===== src/rtl/syncout_pkg.sv =====
package syncout_pkg;

  // Resolved per-channel output controls, priority already applied.
  typedef struct packed {
    logic oe;       // output-enable towards the pad
    logic forceOn;  // drive the force level instead of the sync
    logic level;    // forced level
    logic inv;      // invert the delayed sync
  } chanCtl_t;

  // Strobes from the control unit to the datapath.
  typedef struct packed {
    chanCtl_t hs;
    chanCtl_t vs;
    logic     clear; // empty the horizontal delay line
  } syncStrobes_t;

endpackage


===== src/rtl/syncout_ctrl.sv =====
module syncout_ctrl
  import syncout_pkg::*;
#(
  parameter int POS_W = 4
) (
  input  logic             clk,
  input  logic             rst,
  input  logic [7:0]       syncCtrl,
  input  logic [POS_W-1:0] hsPos,
  input  logic             pwrDown,
  output syncStrobes_t     strobes,
  output logic [POS_W-1:0] tapSel
);

  // Bit positions inside one 4-bit channel nibble.
  localparam int B_INV = 0;
  localparam int B_FEN = 1;
  localparam int B_LVL = 2;
  localparam int B_TRI = 3;

  logic [7:0]       ctrlQ;
  logic [POS_W-1:0] posQ;
  logic             pwrQ;

  always_ff @(posedge clk) begin
    if (rst) begin
      ctrlQ <= '0;
      posQ  <= '0;
      pwrQ  <= 1'b0;
    end else begin
      ctrlQ <= syncCtrl;
      posQ  <= hsPos;
      pwrQ  <= pwrDown;
    end
  end

  // Priority: tri-state, then forced level, then inversion.
  function automatic chanCtl_t resolve(input logic [3:0] nib, input logic off);
    chanCtl_t c;
    c.oe      = !(nib[B_TRI] || off);
    c.forceOn = c.oe && nib[B_FEN];
    c.level   = nib[B_LVL];
    c.inv     = c.oe && !nib[B_FEN] && nib[B_INV];
    return c;
  endfunction

  always_comb begin
    strobes.hs    = resolve(ctrlQ[3:0], pwrQ);
    strobes.vs    = resolve(ctrlQ[7:4], pwrQ);
    strobes.clear = pwrQ;
  end

  assign tapSel = posQ;

endmodule


===== src/rtl/syncout_path.sv =====
module syncout_path
  import syncout_pkg::*;
#(
  parameter int POS_W = 4
) (
  input  logic             clk,
  input  logic             rst,
  input  logic             hsyncIn,
  input  logic             vsyncIn,
  input  syncStrobes_t     strobes,
  input  logic [POS_W-1:0] tapSel,
  output logic             hsDrive,
  output logic             hsOe,
  output logic             vsDrive,
  output logic             vsOe
);

  localparam int DEPTH = 1 << POS_W;

  logic [DEPTH-1:0] dlLine;
  logic             vsQ;
  logic             hsTap;

  // Horizontal delay line; stage 0 is the input register.
  always_ff @(posedge clk) begin
    if (rst || strobes.clear) dlLine <= '0;
    else                      dlLine <= {dlLine[DEPTH-2:0], hsyncIn};
  end

  assign hsTap = dlLine[tapSel];

  // Vertical sync retiming stage.
  always_ff @(posedge clk) begin
    if (rst) vsQ <= 1'b0;
    else     vsQ <= vsyncIn;
  end

  function automatic logic [1:0] shape(input chanCtl_t c, input logic d);
    logic drv;
    if (!c.oe)         drv = 1'b0;
    else if (c.forceOn) drv = c.level;
    else               drv = d ^ c.inv;
    return {drv, c.oe};
  endfunction

  always_ff @(posedge clk) begin
    if (rst) begin
      {hsDrive, hsOe} <= 2'b00;
      {vsDrive, vsOe} <= 2'b00;
    end else begin
      {hsDrive, hsOe} <= shape(strobes.hs, hsTap);
      {vsDrive, vsOe} <= shape(strobes.vs, vsQ);
    end
  end

  p_shift_in_r1: assert property (@(posedge clk) disable iff (rst)
    !strobes.clear |=> dlLine[0] == $past(hsyncIn));

  p_invert_r2: assert property (@(posedge clk) disable iff (rst)
    (strobes.hs.inv && !strobes.hs.forceOn) |=> (hsOe && hsDrive == !$past(hsTap)));

  p_force_r3: assert property (@(posedge clk) disable iff (rst)
    strobes.hs.forceOn |=> (hsOe && hsDrive == $past(strobes.hs.level)));

  p_hiz_r4: assert property (@(posedge clk) disable iff (rst)
    !strobes.hs.oe |=> (!hsOe && !hsDrive));

  p_vs_force_r5: assert property (@(posedge clk) disable iff (rst)
    strobes.vs.forceOn |=> (vsOe && vsDrive == $past(strobes.vs.level)));

  p_pwr_clear_r6: assert property (@(posedge clk) disable iff (rst)
    strobes.clear |=> (dlLine == '0 && !hsOe && !vsOe));

endmodule


===== src/rtl/sync_out_cond.sv =====
module sync_out_cond
  import syncout_pkg::*;
#(
  parameter int POS_W = 4
) (
  input  logic             clk,
  input  logic             rst,
  input  logic             hsyncIn,
  input  logic             vsyncIn,
  input  logic [7:0]       syncCtrl,
  input  logic [POS_W-1:0] hsPos,
  input  logic             pwrDown,
  output logic             hsDrive,
  output logic             hsOe,
  output logic             vsDrive,
  output logic             vsOe
);

  syncStrobes_t     strobes;
  logic [POS_W-1:0] tapSel;

  syncout_ctrl #(.POS_W(POS_W)) u_ctrl (
    .clk      (clk),
    .rst      (rst),
    .syncCtrl (syncCtrl),
    .hsPos    (hsPos),
    .pwrDown  (pwrDown),
    .strobes  (strobes),
    .tapSel   (tapSel)
  );

  syncout_path #(.POS_W(POS_W)) u_path (
    .clk     (clk),
    .rst     (rst),
    .hsyncIn (hsyncIn),
    .vsyncIn (vsyncIn),
    .strobes (strobes),
    .tapSel  (tapSel),
    .hsDrive (hsDrive),
    .hsOe    (hsOe),
    .vsDrive (vsDrive),
    .vsOe    (vsOe)
  );

  p_reset_quiet_r7: assert property (@(posedge clk)
    rst |=> (!hsOe && !hsDrive && !vsOe && !vsDrive));

endmodule


===== config.mk =====
export PLATFORM = sky130hd
export DESIGN_NAME = sync_out_cond
export DESIGN_NICKNAME = d
export VERILOG_FILES = /design/src/rtl/syncout_pkg.sv /design/src/rtl/syncout_ctrl.sv /design/src/rtl/syncout_path.sv /design/src/rtl/sync_out_cond.sv
export SDC_FILE = /design/constraint.sdc
export NUM_CORES = 1
export LEC_CHECK = 0
export BUFFER_PORTS_ARGS = -buffer_cell sky130_fd_sc_hd__buf_4
export CAP_MARGIN = 20
export CORE_ASPECT_RATIO = 0.8
export CORE_MARGIN = 8
export CORE_UTILIZATION = 40
export CTS_BUF_LIST = sky130_fd_sc_hd__clkbuf_8 sky130_fd_sc_hd__clkbuf_16
export DETAILED_ROUTE_END_ITERATION = 8
export HOLD_SLACK_MARGIN = 0.08
export MAX_ROUTING_LAYER = met4
export PLACE_DENSITY_LB_ADDON = 0.1
export SLEW_MARGIN = 30
export SYNTH_ARGS = -nofsm -noshare
export SYNTH_HDL_FRONTEND = slang
export SYNTH_SLANG_ARGS = --single-unit

===== constraint.sdc =====
create_clock -name clk -period 1.65 [get_ports clk]
set_input_delay 0.33 -clock clk [delete_from_list [all_inputs] [get_ports clk]]
set_output_delay 0.33 -clock clk [all_outputs]
set_load 0.05 [all_outputs]

==> flow_summary.ini, run 1 <==
[sta]
max_freq_mhz = 654.2
drv_slew = 0
fin_worst_skew_ps = 3.010
period_share_pct = 92.64
rsz0062_at_grt = false
fin_tns_setup_ps = 0
layout_min_cycle_time_ps = 1529
worstMarginPinSlew_ps = 749.6
timing_hold_violations_final = 0
max-slew-margin-rel_pct = 49.84
setup_viol = 0

[setup_path]
startpoint_type = flop
critical_path_class = reg2reg
end_kind = flop
reg2regPathDepth = 4
cp_max_fo = 3
critPathRequiredTime_ps = 1830
r2r-start = u_ctrl.tapSel[2]
r2r_slack_ps = 120
crit_arrival_ps = 1710
rr_endpoint = u_path.hsDrive

[placed_design]
dpl.hpwl_um = 1437
gp_congestion = 0.7749
port_buffers = 20

[cts]
numCtsBuffers = 5
postCtsSetupBuffers = 0
cts_sinks = 34
clock_latency_ps = 270
clock_path_buffers = 2
path_clk_slew_ps = 60
cts_tree = done
root_buffer = clkbuf_8
htree_num_levels = 2

[die]
die_y_um = 63.49
core.rowCount = 17
die_w_um = 75.36
core_area_mm2 = 0.002723
start_util_pct = 41.41
die-area_mm2 = 0.004784
ios = 21

[routing]
routed_via_density = 4.406
avgRoutedWirePerCell_um = 11.33
drc = 0
drt-pass1-iter-count = 4
vias = 727
wirelength_um = 1870
drt_iter0_markers = 50
ant_nets = 0

[hold_path]
min_path_type = in2reg
hold_depth = 2
hp-start = hsyncIn
whs_endpoint = u_path.dlLine[0]

[job]
maxCapViolations = 0

[synthesis]
yosysWarnings = 0
syn_area_per_cell_um2 = 11.27
ys_types = 22
synth_area_mm2 = 0.001127
synth-seq-cells = 34
syn-num-nets = 117
yosysSeqAreaShare_pct = 60.38
syn_inst = 100

[power]
vdd_drop_max_mv = 0.6075
clkPwrFrac_pct = 37.8
p_leak_uw = 0.0005993
power.switching_uw = 343.1
switching_share_pct = 21.65
comb_power_share_pct = 7.5
powerDensity_mw_per_mm2 = 1119
total_power_uw = 1585
p_int_uw = 1242
seqPwrFrac_pct = 54.6

[grt]
overflow = 0
grt_max_degree = 18
grt_first_pass_wirelength_um = 3167
antenna_found_initial = 0
grt_pass1_vias = 770
grt.total_usage_pct = 9.112

[final_layout]
syn_to_final_growth_pct = 25.64
layout_commonest_cell = dfxtp_1
layout_common_cells = dfxtp_1, buf_4, and2_1
drive_gt1_share_pct = 25.20
nets = 143
fillers = 278
antenna_cells = 0

[status]
outcome = finished clean
metal layers:
layer  GRT usage (%)  part of all wire (%)
met5               -                     0
met4           5.263                  0.96
met3           3.791                   3.7
met2           12.27                    43
met1           10.98                    52
layout make-up:
type | count | area [µm²] | area share [%]
clock inverters | 2 | 8.758 | 0.6184
repair buffers | 22 | 165.2 | 11.66
multi-input cells | 61 | 422.9 | 29.86
inverters | 2 | 7.507 | 0.5300
clock buffers | 6 | 82.58 | 5.830
flip-flops and latches | 34 | 681.9 | 48.14
well taps | 38 | 47.55 | 3.357
power groups by stage:
stage	logic [µW]	clock network (µW)	registers, µW
after detailed placement	121	0	883
after floorplan	49.4	0	901
final	119	600	865
after CTS	122	618	865
after global placement	120	0	883
after global routing	131	651	869
cell families after synthesis:
family          count (synthesis)  synth area share [%]
mux                             8                 9.656
compound gates                  4                 2.331
flops                          34                 60.38
simple gates                   49                 25.86
buf+inv                         5                 1.776
cell usage after synthesis:
cell	number	share of area, %
a31oi_1	1	0.56
clkbuf_1	2	0.67
nor2_1	5	1.7
mux2i_1	6	5.3
nand4_1	1	0.56
or3_1	1	0.56
and2_1	17	9.4
nor4bb_1	1	0.89
buf_2	1	0.44
dfxtp_1	34	60
mux4_1	1	2.3
nand3b_1	1	0.67
nand2_1	2	0.67
inv_1	2	0.67
o31ai_1	1	0.67
a22oi_1	1	0.67
mux4_2	1	2.0
nor2b_1	15	8.3
nand3_1	1	0.44
or4b_1	1	0.89
nor3_1	4	1.8
o21ai_0	1	0.44
how the worst max path moves through the flow:
| stage | from | end | cells past startpoint |
|---|---|---|---|
| 2_1_floorplan | u_ctrl.tapSel[2] | u_path.hsDrive | 4 |
| 3_3_place_gp | u_ctrl.tapSel[2] | u_path.hsDrive | 4 |
| 3_5_place_dp | u_ctrl.tapSel[2] | u_path.hsDrive | 4 |
| 4_1_cts | u_ctrl.tapSel[2] | u_path.hsDrive | 4 |
| 5_1_grt | u_ctrl.tapSel[2] | u_path.hsDrive | 4 |
| 6_report | u_ctrl.tapSel[2] | u_path.hsDrive | 4 |
metrics by stage:
stage	std cells	area, µm²	hold WS (ps)	util (%)	setup WS (ps)
2_1_floorplan	100	1127	392.7	-	103.1
3_3_place_gp	157	1328	411.6	48.76	61.65
3_5_place_dp	157	1328	421.4	48.76	33.42
4_1_cts	165	1420	247.5	52.16	43.36
5_1_grt	165	1416	245.8	52.02	6.521
6_report	165	1416	254.6	52.02	121.5
registers in the layout, summed over array words and instances (netlist names):
name and cells:
u_path.dlLine 16, u_ctrl.ctrlQ 8, u_ctrl.tapSel 4, u_ctrl.pwrQ 1, u_path.hsDrive 1, u_path.hsOe 1, u_path.vsDrive 1, u_path.vsOe 1
u_path.vsQ 1
worst max-delay path: stages, from the launching register on:
cell and delay [ps]:
dfxtp_2 360, mux4_2 490, mux2i_1 200, mux2i_1 200, nor4bb_1 190
timing repair:
item,CTS,global route
gates resized for setup,1,1
endpoints found under the setup margin,1,1
gates cloned,0,0
hold buffers,0,0
No activity file was read; power rests on OpenSTA's default activity.
==> run 2: changes to the inputs <==
--- a/config.mk
+++ b/config.mk
@@ -15,7 +15,9 @@
 export HOLD_SLACK_MARGIN = 0.08
 export MAX_ROUTING_LAYER = met4
 export PLACE_DENSITY_LB_ADDON = 0.1
+export REMOVE_ABC_BUFFERS = 1
 export SLEW_MARGIN = 30
 export SYNTH_ARGS = -nofsm -noshare
 export SYNTH_HDL_FRONTEND = slang
 export SYNTH_SLANG_ARGS = --single-unit
+export TNS_END_PERCENT = 50
==> constraint.sdc (replaced) <==
create_clock -name clk -period 1.65 [get_ports clk]
set_input_delay 0.33 -clock clk [delete_from_list [all_inputs] [get_ports clk]]
set_output_delay 0.33 -clock clk [all_outputs]
set_load 0.005 [all_outputs]
==> flow_summary.ini, run 2 (synthesis results as in run 1) <==
[die]
die-area_mm2 = 0.004784
ios = 21
die_w_um = 75.36
start_util_pct = 41.41
core.rowCount = 17
core_area_mm2 = 0.002723
die_y_um = 63.49

[sta]
layout_min_cycle_time_ps = 1508
drv_slew = 0
timing_hold_violations_final = 0
rsz0062_at_grt = false
period_share_pct = 91.38
max_freq_mhz = 663.2
setup_viol = 0
max-slew-margin-rel_pct = 83.13
worstMarginPinSlew_ps = 252.6
timing.hold.ws_ps = 260.8
fin_tns_setup_ps = 0
fin_worst_skew_ps = 6.781
setup_ws_ps = 142.2

[setup_path]
cpMostUsedCell = mux2i_1
cp_max_fo = 3
path_cells = mux4_2, mux2i_1, mux2i_1, nor4bb_1
startpoint_type = flop
cp_top_family = multiplexers
critPathRequiredTime_ps = 1840
crit_arrival_ps = 1700
r2r_slack_ps = 140
end_kind = flop
critical_path_class = reg2reg
crit_path_top_delay_cell = mux4_2
cpPeakStageDelay_ps = 500
cp_num_buf_inv = 0

[job]
maxCapViolations = 0

[power]
p_leak_uw = 0.0005950
vdd_drop_max_mv = 0.5839
powerDensity_mw_per_mm2 = 1082

[grt]
overflow = 0
grt_pass1_vias = 727
gr-usage-met2_pct = 11.73
grt.busiest_layer = met2
grt_first_pass_wirelength_um = 3098
grtUsageMet1_pct = 10.84
grt_max_degree = 18
grt.total_usage_pct = 9.097
antenna_found_initial = 0
grt_use_met3_pct = 4.423

[final_layout]
layout_common_cells = dfxtp_1, buf_4, and2_1
fillers = 274
antenna_cells = 0
multi_input_area_um2 = 422.9
top_register = u_path.dlLine
drive_gt1_share_pct = 25.40
nets = 144
largest_reg_flops = 16
layout_commonest_cell = dfxtp_1
register_area_um2 = 681.9
syn_to_final_growth_pct = 25.53
finalNonFillerCells = 164

[cts]
htree_num_levels = 2
numCtsBuffers = 5
root_buffer = clkbuf_8
clock_latency_ps = 270
clock_path_buffers = 2
cts_tree = done
postCtsSetupBuffers = 0
path_clk_slew_ps = 60
cts_sinks = 34
ctsHoldBuffers = 0

[routing]
drc = 0
drt_iter0_markers = 18
avgRoutedWirePerCell_um = 11.59
drt-pass1-iter-count = 4
vias = 735
wirelength_um = 1901
routed_via_density = 4.482
ant_nets = 0

[placed_design]
dp_slack_ps = 60.97
dpl.hpwl_um = 1486
port_buffers = 20
gp_congestion = 0.7722
placedCellCount = 158

[status]
outcome = finished clean

[hold_path]
min_path_type = in2reg
## run 2: report_power, final
group / internal (µW) / switching (µW)
combinational: 64.1 / 34.9
sequential: 849 / 17.6
clock: 321 / 244
total: 1230 / 297
## run 2: per-layer routing
layer  share of wire (%)  up-vias
li1                    -      383
met1                  50      328
met2                  43       19
met3                 4.4        5
met4                 2.4        0
met5                   0        -
## run 2: final cells by class
type | count | area share, %
repair buffers | 23 | 12.20
well taps | 38 | 3.360
multi-input cells | 61 | 29.89
inverters | 2 | 0.5305
flip-flops and latches | 34 | 48.19
clock buffers | 6 | 5.836
## run 2: repair_timing
item,CTS,global route
gates resized for setup,0,2
hold endpoints to repair,0,0
endpoints found under the setup margin,0,1
## run 2: per-stage QoR
step                total power (µW)  util, %  area (µm²)
finish                          1531    51.98        1415
global route                    1601    51.98        1415
CTS                             1551    52.07        1418
detailed placement             985.2    49.03        1335
global placement               981.8    49.03        1335
floorplan                      924.3        -        1115
## run 2: path summary, 6_finish.rpt
path	from	depth (start not counted)	endpoint
worst min-delay path	hsyncIn	2	u_path.dlLine[0]
worst min register to register	u_ctrl.ctrlQ[3]	1	u_path.hsOe
worst max register to register	u_ctrl.tapSel[2]	4	u_path.hsDrive
worst max-delay path	u_ctrl.tapSel[2]	4	u_path.hsDrive
